## config.mk

```make
export PLATFORM = sky130hd
export DESIGN_NAME = cmd_bus_budget
export DESIGN_NICKNAME = d
export VERILOG_FILES = /design/src/rtl/cmdbw_pkg.sv /design/src/rtl/cmdbw_table.sv /design/src/rtl/cmdbw_ctrl.sv /design/src/rtl/cmd_bus_budget.sv
export SDC_FILE = /design/constraint.sdc
export NUM_CORES = 2
export LEC_CHECK = 0
export CAP_MARGIN = 0
export CORE_ASPECT_RATIO = 2
export CORE_MARGIN = 4
export CORE_UTILIZATION = 45
export CTS_CLUSTER_DIAMETER = 100
export DETAILED_ROUTE_END_ITERATION = 6
export DONT_BUFFER_PORTS = 1
export SLEW_MARGIN = 20
export SYNTH_ARGS = -nofsm -noshare
export SYNTH_HDL_FRONTEND = slang
export SYNTH_HIERARCHICAL = 1
export SYNTH_SLANG_ARGS = --single-unit
```

## constraint.sdc

```tcl
create_clock -name clk -period 14.69 [get_ports clk]
set_input_delay 0.7345 -clock clk [delete_from_list [all_inputs] [get_ports clk]]
set_output_delay 0.7345 -clock clk [all_outputs]
set_load 0.005 [all_outputs]
```

## src/rtl/cmdbw_pkg.sv

```systemverilog
package cmdbw_pkg;

  typedef enum logic [0:0] {
    ST_IDLE   = 1'b0,
    ST_SEARCH = 1'b1
  } bw_state_e;

  // Strobes from the control to the booking table
  typedef struct packed {
    logic bookA;    // book the first part of a two-part command
    logic bookB;    // book the single command or the second part
    logic sameWin;  // both parts land in one window
  } book_strobe_t;

endpackage

```

## src/rtl/cmdbw_table.sv

```systemverilog
module cmdbw_table
  import cmdbw_pkg::*;
#(
  parameter int TIME_W   = 32,
  parameter int WIN_LOG2 = 2,
  parameter int DEPTH    = 8,
  parameter int CNT_W    = 4
) (
  input  logic              clk,
  input  logic              rstN,
  input  logic [TIME_W-1:0] nowCycle,
  input  logic [TIME_W-1:0] qryA,
  input  logic [TIME_W-1:0] qryB,
  input  book_strobe_t      strobe,
  output logic [CNT_W-1:0]  cntA,
  output logic [CNT_W-1:0]  cntB,
  output logic              hitA,
  output logic              hitB,
  output logic              freeAny,
  output logic              freeTwo
);

  localparam int IDX_W = (DEPTH > 1) ? $clog2(DEPTH) : 1;
  localparam logic [TIME_W-1:0] WIN_LEN    = TIME_W'(1) << WIN_LOG2;
  localparam logic [TIME_W-1:0] ALIGN_MASK = ~(WIN_LEN - TIME_W'(1));

  logic              entValid [DEPTH];
  logic [TIME_W-1:0] entWin   [DEPTH];
  logic [CNT_W-1:0]  entCnt   [DEPTH];

  logic              nxtValid [DEPTH];
  logic [TIME_W-1:0] nxtWin   [DEPTH];
  logic [CNT_W-1:0]  nxtCnt   [DEPTH];

  logic [TIME_W-1:0] nowWin;
  logic [IDX_W-1:0]  idxA, idxB, freeIdx0, freeIdx1, slotB;
  logic [1:0]        nFree;
  logic [CNT_W-1:0]  incA;

  assign nowWin = nowCycle & ALIGN_MASK;

  // Lookup of the two query windows
  always_comb begin
    hitA = 1'b0; idxA = '0; cntA = '0;
    hitB = 1'b0; idxB = '0; cntB = '0;
    for (int i = 0; i < DEPTH; i++) begin
      if (entValid[i] && entWin[i] == qryA) begin
        hitA = 1'b1; idxA = IDX_W'(i); cntA = entCnt[i];
      end
      if (entValid[i] && entWin[i] == qryB) begin
        hitB = 1'b1; idxB = IDX_W'(i); cntB = entCnt[i];
      end
    end
  end

  // First two free entries
  always_comb begin
    freeIdx0 = '0;
    freeIdx1 = '0;
    nFree    = 2'd0;
    for (int i = 0; i < DEPTH; i++) begin
      if (!entValid[i]) begin
        if (nFree == 2'd0)      freeIdx0 = IDX_W'(i);
        else if (nFree == 2'd1) freeIdx1 = IDX_W'(i);
        if (nFree != 2'd2) nFree = nFree + 2'd1;
      end
    end
  end

  assign freeAny = (nFree != 2'd0);
  assign freeTwo = (nFree == 2'd2);

  assign incA  = strobe.sameWin ? CNT_W'(2) : CNT_W'(1);
  assign slotB = hitB ? idxB : ((strobe.bookA && !hitA) ? freeIdx1 : freeIdx0);

  // Next table state: prune expired windows, then book the grant
  always_comb begin
    for (int i = 0; i < DEPTH; i++) begin
      nxtValid[i] = entValid[i] && !(entWin[i] < nowWin);
      nxtWin[i]   = entWin[i];
      nxtCnt[i]   = entCnt[i];
    end
    if (strobe.bookA) begin
      if (hitA) begin
        nxtCnt[idxA] = entCnt[idxA] + incA;
      end else begin
        nxtValid[freeIdx0] = 1'b1;
        nxtWin[freeIdx0]   = qryA;
        nxtCnt[freeIdx0]   = incA;
      end
    end
    if (strobe.bookB && !(strobe.bookA && strobe.sameWin)) begin
      if (hitB) begin
        nxtCnt[slotB] = entCnt[slotB] + CNT_W'(1);
      end else begin
        nxtValid[slotB] = 1'b1;
        nxtWin[slotB]   = qryB;
        nxtCnt[slotB]   = CNT_W'(1);
      end
    end
  end

  always_ff @(posedge clk) begin
    if (!rstN) begin
      for (int i = 0; i < DEPTH; i++) begin
        entValid[i] <= 1'b0;
        entWin[i]   <= '0;
        entCnt[i]   <= '0;
      end
    end else begin
      for (int i = 0; i < DEPTH; i++) begin
        entValid[i] <= nxtValid[i];
        entWin[i]   <= nxtWin[i];
        entCnt[i]   <= nxtCnt[i];
      end
    end
  end

  // ---------------- assertions ----------------
  logic dupKey;
  always_comb begin
    dupKey = 1'b0;
    for (int i = 0; i < DEPTH; i++) begin
      for (int j = i + 1; j < DEPTH; j++) begin
        if (entValid[i] && entValid[j] && entWin[i] == entWin[j]) dupKey = 1'b1;
      end
    end
  end

  // one entry per window, so bookings of a window never split
  p_unique_window_r7: assert property (@(posedge clk) disable iff (!rstN) !dupKey);

  // nothing is booked into a window that has already ended
  p_book_not_past_r8: assert property (@(posedge clk) disable iff (!rstN)
    strobe.bookB |-> (qryB >= nowWin));

  generate
    for (genvar g = 0; g < DEPTH; g++) begin : g_entChk
      // a live booking count never drops while its window is kept
      p_count_keeps_r7: assert property (@(posedge clk) disable iff (!rstN)
        (entValid[g] && $past(entValid[g]) && entWin[g] == $past(entWin[g]))
          |-> (entCnt[g] >= $past(entCnt[g])));
    end
  endgenerate

endmodule

```

## src/rtl/cmdbw_ctrl.sv

```systemverilog
module cmdbw_ctrl
  import cmdbw_pkg::*;
#(
  parameter int TIME_W   = 32,
  parameter int WIN_LOG2 = 2,
  parameter int CNT_W    = 4,
  parameter int GAP_W    = 4
) (
  input  logic              clk,
  input  logic              rstN,
  input  logic [TIME_W-1:0] nowCycle,
  input  logic              reqValid,
  output logic              reqReady,
  input  logic [TIME_W-1:0] reqCycle,
  input  logic              reqTwoPart,
  input  logic [CNT_W-1:0]  reqMaxCmds,
  input  logic [GAP_W-1:0]  reqMaxGapWin,
  output logic [TIME_W-1:0] qryA,
  output logic [TIME_W-1:0] qryB,
  input  logic [CNT_W-1:0]  cntA,
  input  logic [CNT_W-1:0]  cntB,
  input  logic              hitA,
  input  logic              hitB,
  input  logic              freeAny,
  input  logic              freeTwo,
  output book_strobe_t      strobe,
  output logic              grantValid,
  output logic [TIME_W-1:0] grantFirst,
  output logic [TIME_W-1:0] grantSecond
);

  localparam int CW1 = CNT_W + 1;
  localparam logic [TIME_W-1:0] WIN_LEN    = TIME_W'(1) << WIN_LOG2;
  localparam logic [TIME_W-1:0] ALIGN_MASK = ~(WIN_LEN - TIME_W'(1));

  function automatic logic [TIME_W-1:0] laterOf(input logic [TIME_W-1:0] a,
                                                 input logic [TIME_W-1:0] b);
    return (a > b) ? a : b;
  endfunction

  bw_state_e         state;
  logic [TIME_W-1:0] rCycle, rSpan, winA, winB;
  logic              rTwo;
  logic [CNT_W-1:0]  rMax;

  logic [TIME_W-1:0] nowWin, effA, effB, nextA, nextB, firstAt, secondAt;
  logic [TIME_W-1:0] reqWin, reqSpan;
  logic [CW1-1:0]    cA, cB, mx;
  logic              sameWin, okA, okB, fit, room, needOne, needTwo, grantNow;

  assign reqReady = (state == ST_IDLE);
  assign nowWin   = nowCycle & ALIGN_MASK;
  assign reqWin   = reqCycle & ALIGN_MASK;
  assign reqSpan  = TIME_W'(reqMaxGapWin) << WIN_LOG2;

  always_comb begin
    effA    = (winA < nowWin) ? nowWin : winA;
    effB    = (winB < nowWin) ? nowWin : winB;
    sameWin = rTwo && (effA == effB);
    cA      = {1'b0, cntA};
    cB      = sameWin ? (cA + CW1'(1)) : {1'b0, cntB};
    mx      = {1'b0, rMax};
    okA     = !rTwo || (cA < mx);
    okB     = (cB < mx);
    fit     = okA && okB;
    needTwo = rTwo && !sameWin && !hitA && !hitB;
    needOne = !hitB || (rTwo && !sameWin && !hitA);
    room    = needTwo ? freeTwo : (needOne ? freeAny : 1'b1);
    grantNow = (state == ST_SEARCH) && fit && room;

    nextB = okB ? effB : (effB + WIN_LEN);
    nextA = (rTwo && (!okA || (!okB && ((nextB - effA) > rSpan))))
            ? (effA + WIN_LEN) : effA;

    secondAt = laterOf(laterOf(effB, rCycle), nowCycle);
    firstAt  = rTwo ? laterOf(effA, nowCycle) : secondAt;

    qryA           = effA;
    qryB           = effB;
    strobe.bookA   = grantNow && rTwo;
    strobe.bookB   = grantNow;
    strobe.sameWin = sameWin;
  end

  always_ff @(posedge clk) begin
    if (!rstN) begin
      state       <= ST_IDLE;
      rCycle      <= '0;
      rSpan       <= '0;
      winA        <= '0;
      winB        <= '0;
      rTwo        <= 1'b0;
      rMax        <= '0;
      grantValid  <= 1'b0;
      grantFirst  <= '0;
      grantSecond <= '0;
    end else begin
      grantValid <= 1'b0;
      unique case (state)
        ST_IDLE: begin
          if (reqValid) begin
            rCycle <= reqCycle;
            rTwo   <= reqTwoPart;
            rMax   <= reqMaxCmds;
            rSpan  <= reqSpan;
            winB   <= reqWin;
            winA   <= (reqWin >= reqSpan) ? (reqWin - reqSpan) : '0;
            state  <= ST_SEARCH;
          end
        end
        ST_SEARCH: begin
          if (grantNow) begin
            grantValid  <= 1'b1;
            grantFirst  <= firstAt;
            grantSecond <= secondAt;
            state       <= ST_IDLE;
          end else if (!fit) begin
            winA <= nextA;
            winB <= nextB;
          end
        end
        default: state <= ST_IDLE;
      endcase
    end
  end

  // ---------------- assertions ----------------
  // a grant is never earlier than the requested cycle
  p_not_early_r1: assert property (@(posedge clk) disable iff (!rstN)
    grantValid |-> (grantSecond >= rCycle));

  // the first part never follows the second
  p_part_order_r4: assert property (@(posedge clk) disable iff (!rstN)
    grantValid |-> (grantFirst <= grantSecond));

  // the two parts stay within the allowed separation
  p_split_gap_r6: assert property (@(posedge clk) disable iff (!rstN)
    (grantValid && rTwo) |->
      (((grantSecond & ALIGN_MASK) - (grantFirst & ALIGN_MASK)) <= rSpan));

  // one grant pulse per accepted request
  p_single_pulse_r10: assert property (@(posedge clk) disable iff (!rstN)
    grantValid |=> !grantValid);

endmodule

```

## src/rtl/cmd_bus_budget.sv

```systemverilog
module cmd_bus_budget
  import cmdbw_pkg::*;
#(
  parameter int TIME_W   = 32,
  parameter int WIN_LOG2 = 2,
  parameter int DEPTH    = 8,
  parameter int CNT_W    = 4,
  parameter int GAP_W    = 4
) (
  input  logic              clk,
  input  logic              rstN,
  input  logic [TIME_W-1:0] nowCycle,
  input  logic              reqValid,
  output logic              reqReady,
  input  logic [TIME_W-1:0] reqCycle,
  input  logic              reqTwoPart,
  input  logic [CNT_W-1:0]  reqMaxCmds,
  input  logic [GAP_W-1:0]  reqMaxGapWin,
  output logic              grantValid,
  output logic [TIME_W-1:0] grantFirst,
  output logic [TIME_W-1:0] grantSecond
);

  logic [TIME_W-1:0] qryA, qryB;
  logic [CNT_W-1:0]  cntA, cntB;
  logic              hitA, hitB, freeAny, freeTwo;
  book_strobe_t      strobe;

  cmdbw_ctrl #(
    .TIME_W(TIME_W), .WIN_LOG2(WIN_LOG2), .CNT_W(CNT_W), .GAP_W(GAP_W)
  ) u_ctrl (
    .clk(clk), .rstN(rstN), .nowCycle(nowCycle),
    .reqValid(reqValid), .reqReady(reqReady), .reqCycle(reqCycle),
    .reqTwoPart(reqTwoPart), .reqMaxCmds(reqMaxCmds), .reqMaxGapWin(reqMaxGapWin),
    .qryA(qryA), .qryB(qryB), .cntA(cntA), .cntB(cntB),
    .hitA(hitA), .hitB(hitB), .freeAny(freeAny), .freeTwo(freeTwo),
    .strobe(strobe),
    .grantValid(grantValid), .grantFirst(grantFirst), .grantSecond(grantSecond)
  );

  cmdbw_table #(
    .TIME_W(TIME_W), .WIN_LOG2(WIN_LOG2), .DEPTH(DEPTH), .CNT_W(CNT_W)
  ) u_table (
    .clk(clk), .rstN(rstN), .nowCycle(nowCycle),
    .qryA(qryA), .qryB(qryB), .strobe(strobe),
    .cntA(cntA), .cntB(cntB), .hitA(hitA), .hitB(hitB),
    .freeAny(freeAny), .freeTwo(freeTwo)
  );

endmodule

```

==> flow_summary.yaml, run 1 <==
outcome:
  status: "did not finish"
  lastStage: "5_1_grt"
  tool.error: "[ERROR GRT-0116] Global routing finished with congestion. Check the congestion regions in the DRC Viewer."
placed_design:
  io_buffers: 0
  gp_congestion: 1.16
  placed_area_um2: 49300
  hpwl_um: 239000
synthesis:
  ys_seq_area_frac: 0.202
  yosys.area.top_type: "dfxtp_1"
  syn-mean-instance-area_um2: 7.90
  synth_top_cell_area_share: 0.202
  synth_area_leaders: "dfxtp_1 (20%), ha_1 (12%), xor2_1 (8.0%)"
  yosys_warnings: 6
  post-synth-top-count-cell: "nor2_1"
  yosys.cell_types.count: 103
  syn-num-nets: 6400
  synth.cell_area_um2: 46300
  synth_edf_count: 0
  synth-seq-cells: 467
  synth_flop_cell: "dfxtp_1"
  netlist_top_cells_count: "nor2_1 (485), dfxtp_1 (467), ha_1 (455)"
  async_flop_share: 0
  synth_cells: 5866
clocking:
  htreeDepth: 2
  ctsLongestPathBuffers: 3
  holdBufCountCts: 0
  cts_buffers: 50
  cts_resized: 0
  cts_setup_buffers: 0
  clkSinkCount: 467
  clock-root-buffer: "clkbuf_16"
die:
  num_rows: 166
  start_util: 0.453
  die_h_um: 462
  ioPinCount: 142
  die_w_um: 235
grt:
  grt_max_degree: 130
  grt_use_total: 0.657
  grt_pass1_wl_um: 522000
  grt_pass1_vias: 58100
  grt_overflow_total: 435
[per-stage QoR]
step                      instances  hold slack (ns)  setup slack [ns]
after floorplan                5866            0.436              1.79
after global placement         7159            0.442             0.393
after detailed placement       7159            0.448             0.412
after CTS                      7250            0.166             0.810
[routing by layer]
layer,GRT usage,overflow
met5,0.121,1
met4,0.707,182
met2,0.904,248
met1,0.626,1
met3,0.415,3
[cells by family after synthesis]
kind of cell    share of synthesized area
fa+ha+maj                           0.124
buf+inv                            0.0592
xor+xnor                            0.120
compound gates                      0.198
flops                               0.202
mux                                0.0975
simple gates                        0.199
==> run 2: changes to the inputs <==
--- a/config.mk
+++ b/config.mk
@@ -6,12 +6,11 @@
 export NUM_CORES = 2
 export LEC_CHECK = 0
 export CAP_MARGIN = 0
-export CORE_ASPECT_RATIO = 2
 export CORE_MARGIN = 4
-export CORE_UTILIZATION = 45
-export CTS_CLUSTER_DIAMETER = 100
+export CORE_UTILIZATION = 30
 export DETAILED_ROUTE_END_ITERATION = 6
 export DONT_BUFFER_PORTS = 1
+export PLACE_DENSITY_LB_ADDON = 0.15
 export SLEW_MARGIN = 20
 export SYNTH_ARGS = -nofsm -noshare
 export SYNTH_HDL_FRONTEND = slang
==> flow_summary.yaml, run 2 <==
outcome:
  status: "finished clean"
setup_path:
  crit_arrival_ns: 14.41
  reg2reg_to: "u_ctrl/winA[7]$_SDFFE_PN0P_"
  reg2reg_setup_slack_ns: 0.89
  slowest_delay_ns: 0.69
  worstSetupPathType: "reg -> reg"
  worst-path-stages: 56
  critPathBufInv: 6
  worstSetupStartpointType: "flop"
  crit_path_frequent_cell: "o21ai_0"
  cp-end-kind: "flop"
  cp.required_ns: 15.30
  cp_max_fo: 23
  cp_slowest_cell: "nor3_2"
  r2r_start: "u_ctrl/winA[25]$_SDFFE_PN0P_"
  worstRegToRegCells: 56
  critical-path-top-delay-family: "compound AO/OA/AOI/OAI gates"
  critPathLaunch: "u_ctrl/winA[25]$_SDFFE_PN0P_"
die:
  die_w_um: 401
  ioPinCount: 142
  num_rows: 143
  core_area_um2: 153000
  start_util: 0.303
  die_area_um2: 161000
  die_h_um: 401
grt:
  grt_pass1_wl_um: 365000
  grt_max_degree: 85
  grt_overflow_total: 0
  grt_use_total: 0.315
  antenna_found_initial: 2
  grt_pass1_vias: 45600
sta:
  report.final.hold_viol_count: 0
  final.setup.tns_ns: 0
  fin_crit_ns: 13.80
  fmax_mhz: 72.5
  rsz0062_at_grt: "no"
  worst_slew_margin_rel: 0.144
  drv_slew: 0
  fin_ws_ns: 0.892
  period_share: 0.939
  worstMarginPinSlew_ns: 1.28
  setup_viol: 0
  clock_skew_ns: 0.0382
clocking:
  tritoncts: "built"
  ctsLongestPathBuffers: 3
  clkSinkCount: 467
  htreeDepth: 3
  cts_buffers: 66
  cts.reportedPaths.clkPinSlew_ns: 0.06
  clock_latency_ns: 0.68
  clock-root-buffer: "clkbuf_16"
  cts_setup_buffers: 0
  holdBufCountCts: 0
  cts_resized: 0
detailed_routing:
  vias: 47500
  wl_per_cell_um: 33.6
  drt_first_iter_violations: 4511
  vias_per_cell: 6.00
  drtAntennaViolNets: 0
  first_pass_iters: 5
  post-route-drc-count: 0
  routed_wl_um: 266000
layout:
  drive_gt1_frac: 0.108
  final_cell_mix: "nor2_1 (482), dfxtp_1 (465), ha_1 (455)"
  nets: 6370
  top_register: "u_table/entWin"
  area_delta_synth_final_pct: 12.5
  regArea_um2: 9350
  fillCellCount: 16400
  largest_reg_flops: 256
  multi_input_area_um2: 34600
  layout_commonest_cell: "nor2_1"
power:
  ir_worst_vdd_mv: 0.0812
  power.density_nw_per_um2: 106
  leakage_nw: 22.4
synthesis:
  yosys.area.top_type: "dfxtp_1"
  post-synth-top-count-cell: "nor2_1"
  synth-seq-cells: 467
  synth_edf_count: 0
  ys_seq_area_frac: 0.202
  async_flop_share: 0
  synth_cells: 5866
  syn-num-nets: 6400
  synth_flop_cell: "dfxtp_1"
  netlist_top_cells_count: "nor2_1 (485), dfxtp_1 (467), ha_1 (455)"
  synth_top_cell_area_share: 0.202
  yosys_warnings: 6
  synth_area_leaders: "dfxtp_1 (20%), ha_1 (12%), xor2_1 (8.0%)"
  synth.cell_area_um2: 46300
  syn-mean-instance-area_um2: 7.90
  yosys.cell_types.count: 103
run:
  maxCapViolCount: 0
placed_design:
  gp_congestion: 1.01
  io_buffers: 0
  dp_slack_ns: 0.812
  hpwl_um: 210000
min_path:
  min_from: "reqCycle[23]"
  min_to: "u_ctrl/rCycle[23]$_SDFFE_PN0P_"
  whs_path_depth: 2
  hp-class: "in -> reg"
-- run 2: how the worst max path moves through the flow --
stage,endpoint,slack (ns)
after floorplan,u_ctrl/winA[3]$_SDFFE_PN0P_,1.79
after global placement,u_ctrl/winA[3]$_SDFFE_PN0P_,0.78
after detailed placement,u_ctrl/winA[7]$_SDFFE_PN0P_,0.81
after CTS,u_ctrl/winA[7]$_SDFFE_PN0P_,1.12
after global routing,u_ctrl/winA[12]$_SDFFE_PN0P_,0.21
final,u_ctrl/winA[7]$_SDFFE_PN0P_,0.89
-- run 2: cell families after synthesis --
| family | share of synthesized area |
|---|---|
| xor gates and xnor gates | 0.120 |
| and+or+nand+nor | 0.199 |
| adders and majority gates | 0.124 |
| buffers and inverters | 0.0592 |
| muxes | 0.0975 |
| AOI/OAI and AO/OA | 0.198 |
| DFF | 0.202 |
-- run 2: per-stage QoR --
step                      instance area [µm²]  hold slack (ns)  std cells   util  power [mW]
after floorplan                         46300            0.436       5866      -        2.72
after detailed placement                49900            0.447       7798  0.326        3.76
final                                   52100            0.191       7916  0.341        5.53
after CTS                               52100            0.146       7915  0.341        5.51
after global placement                  49800            0.444       7797  0.326        3.78
after global routing                    52100            0.165       7915  0.341        5.71
-- run 2: cell type report --
cell class                      count  share of cell area
Antenna cell                        1           0.0000480
Clock buffer                       92              0.0363
Clock inverter                     25             0.00639
Inverter                          229              0.0167
Multi-Input combinational cell   4752               0.665
Sequential cell                   467               0.179
Tap cell                         2030              0.0487
Timing Repair Buffer              320              0.0477
-- run 2: power breakdown --
| part | internal [mW] | total [mW] | switching, mW |
|---|---|---|---|
| Clock | 1.01 | 1.73 | 0.720 |
| Sequential | 1.32 | 1.44 | 0.117 |
| Combinational | 0.765 | 2.36 | 1.60 |
-- run 2: worst reg2reg max path: cells and delay by family, from the launching register on --
| family | cells | cell delay [ns] |
|---|---|---|
| and+or+nand+nor | 14 | 3.53 |
| buffers and inverters | 6 | 2.05 |
| adders and majority gates | 4 | 1.16 |
| AOI/OAI and AO/OA | 24 | 4.97 |
| muxes | 5 | 0.82 |
| xor gates and xnor gates | 3 | 0.61 |
| DFF | 1 | 0.58 |
-- run 2: routing by layer --
| metal | vias up | track usage | part of all wire |
|---|---|---|---|
| met5 | - | 0 | 0.000068 |
| met4 | 2 | 0.217 | 0.083 |
| met3 | 660 | 0.0458 | 0.063 |
| met2 | 2262 | 0.512 | 0.45 |
| met1 | 23200 | 0.384 | 0.40 |
| li1 | 21400 | - | - |
Power figures use the tool's default switching activity.
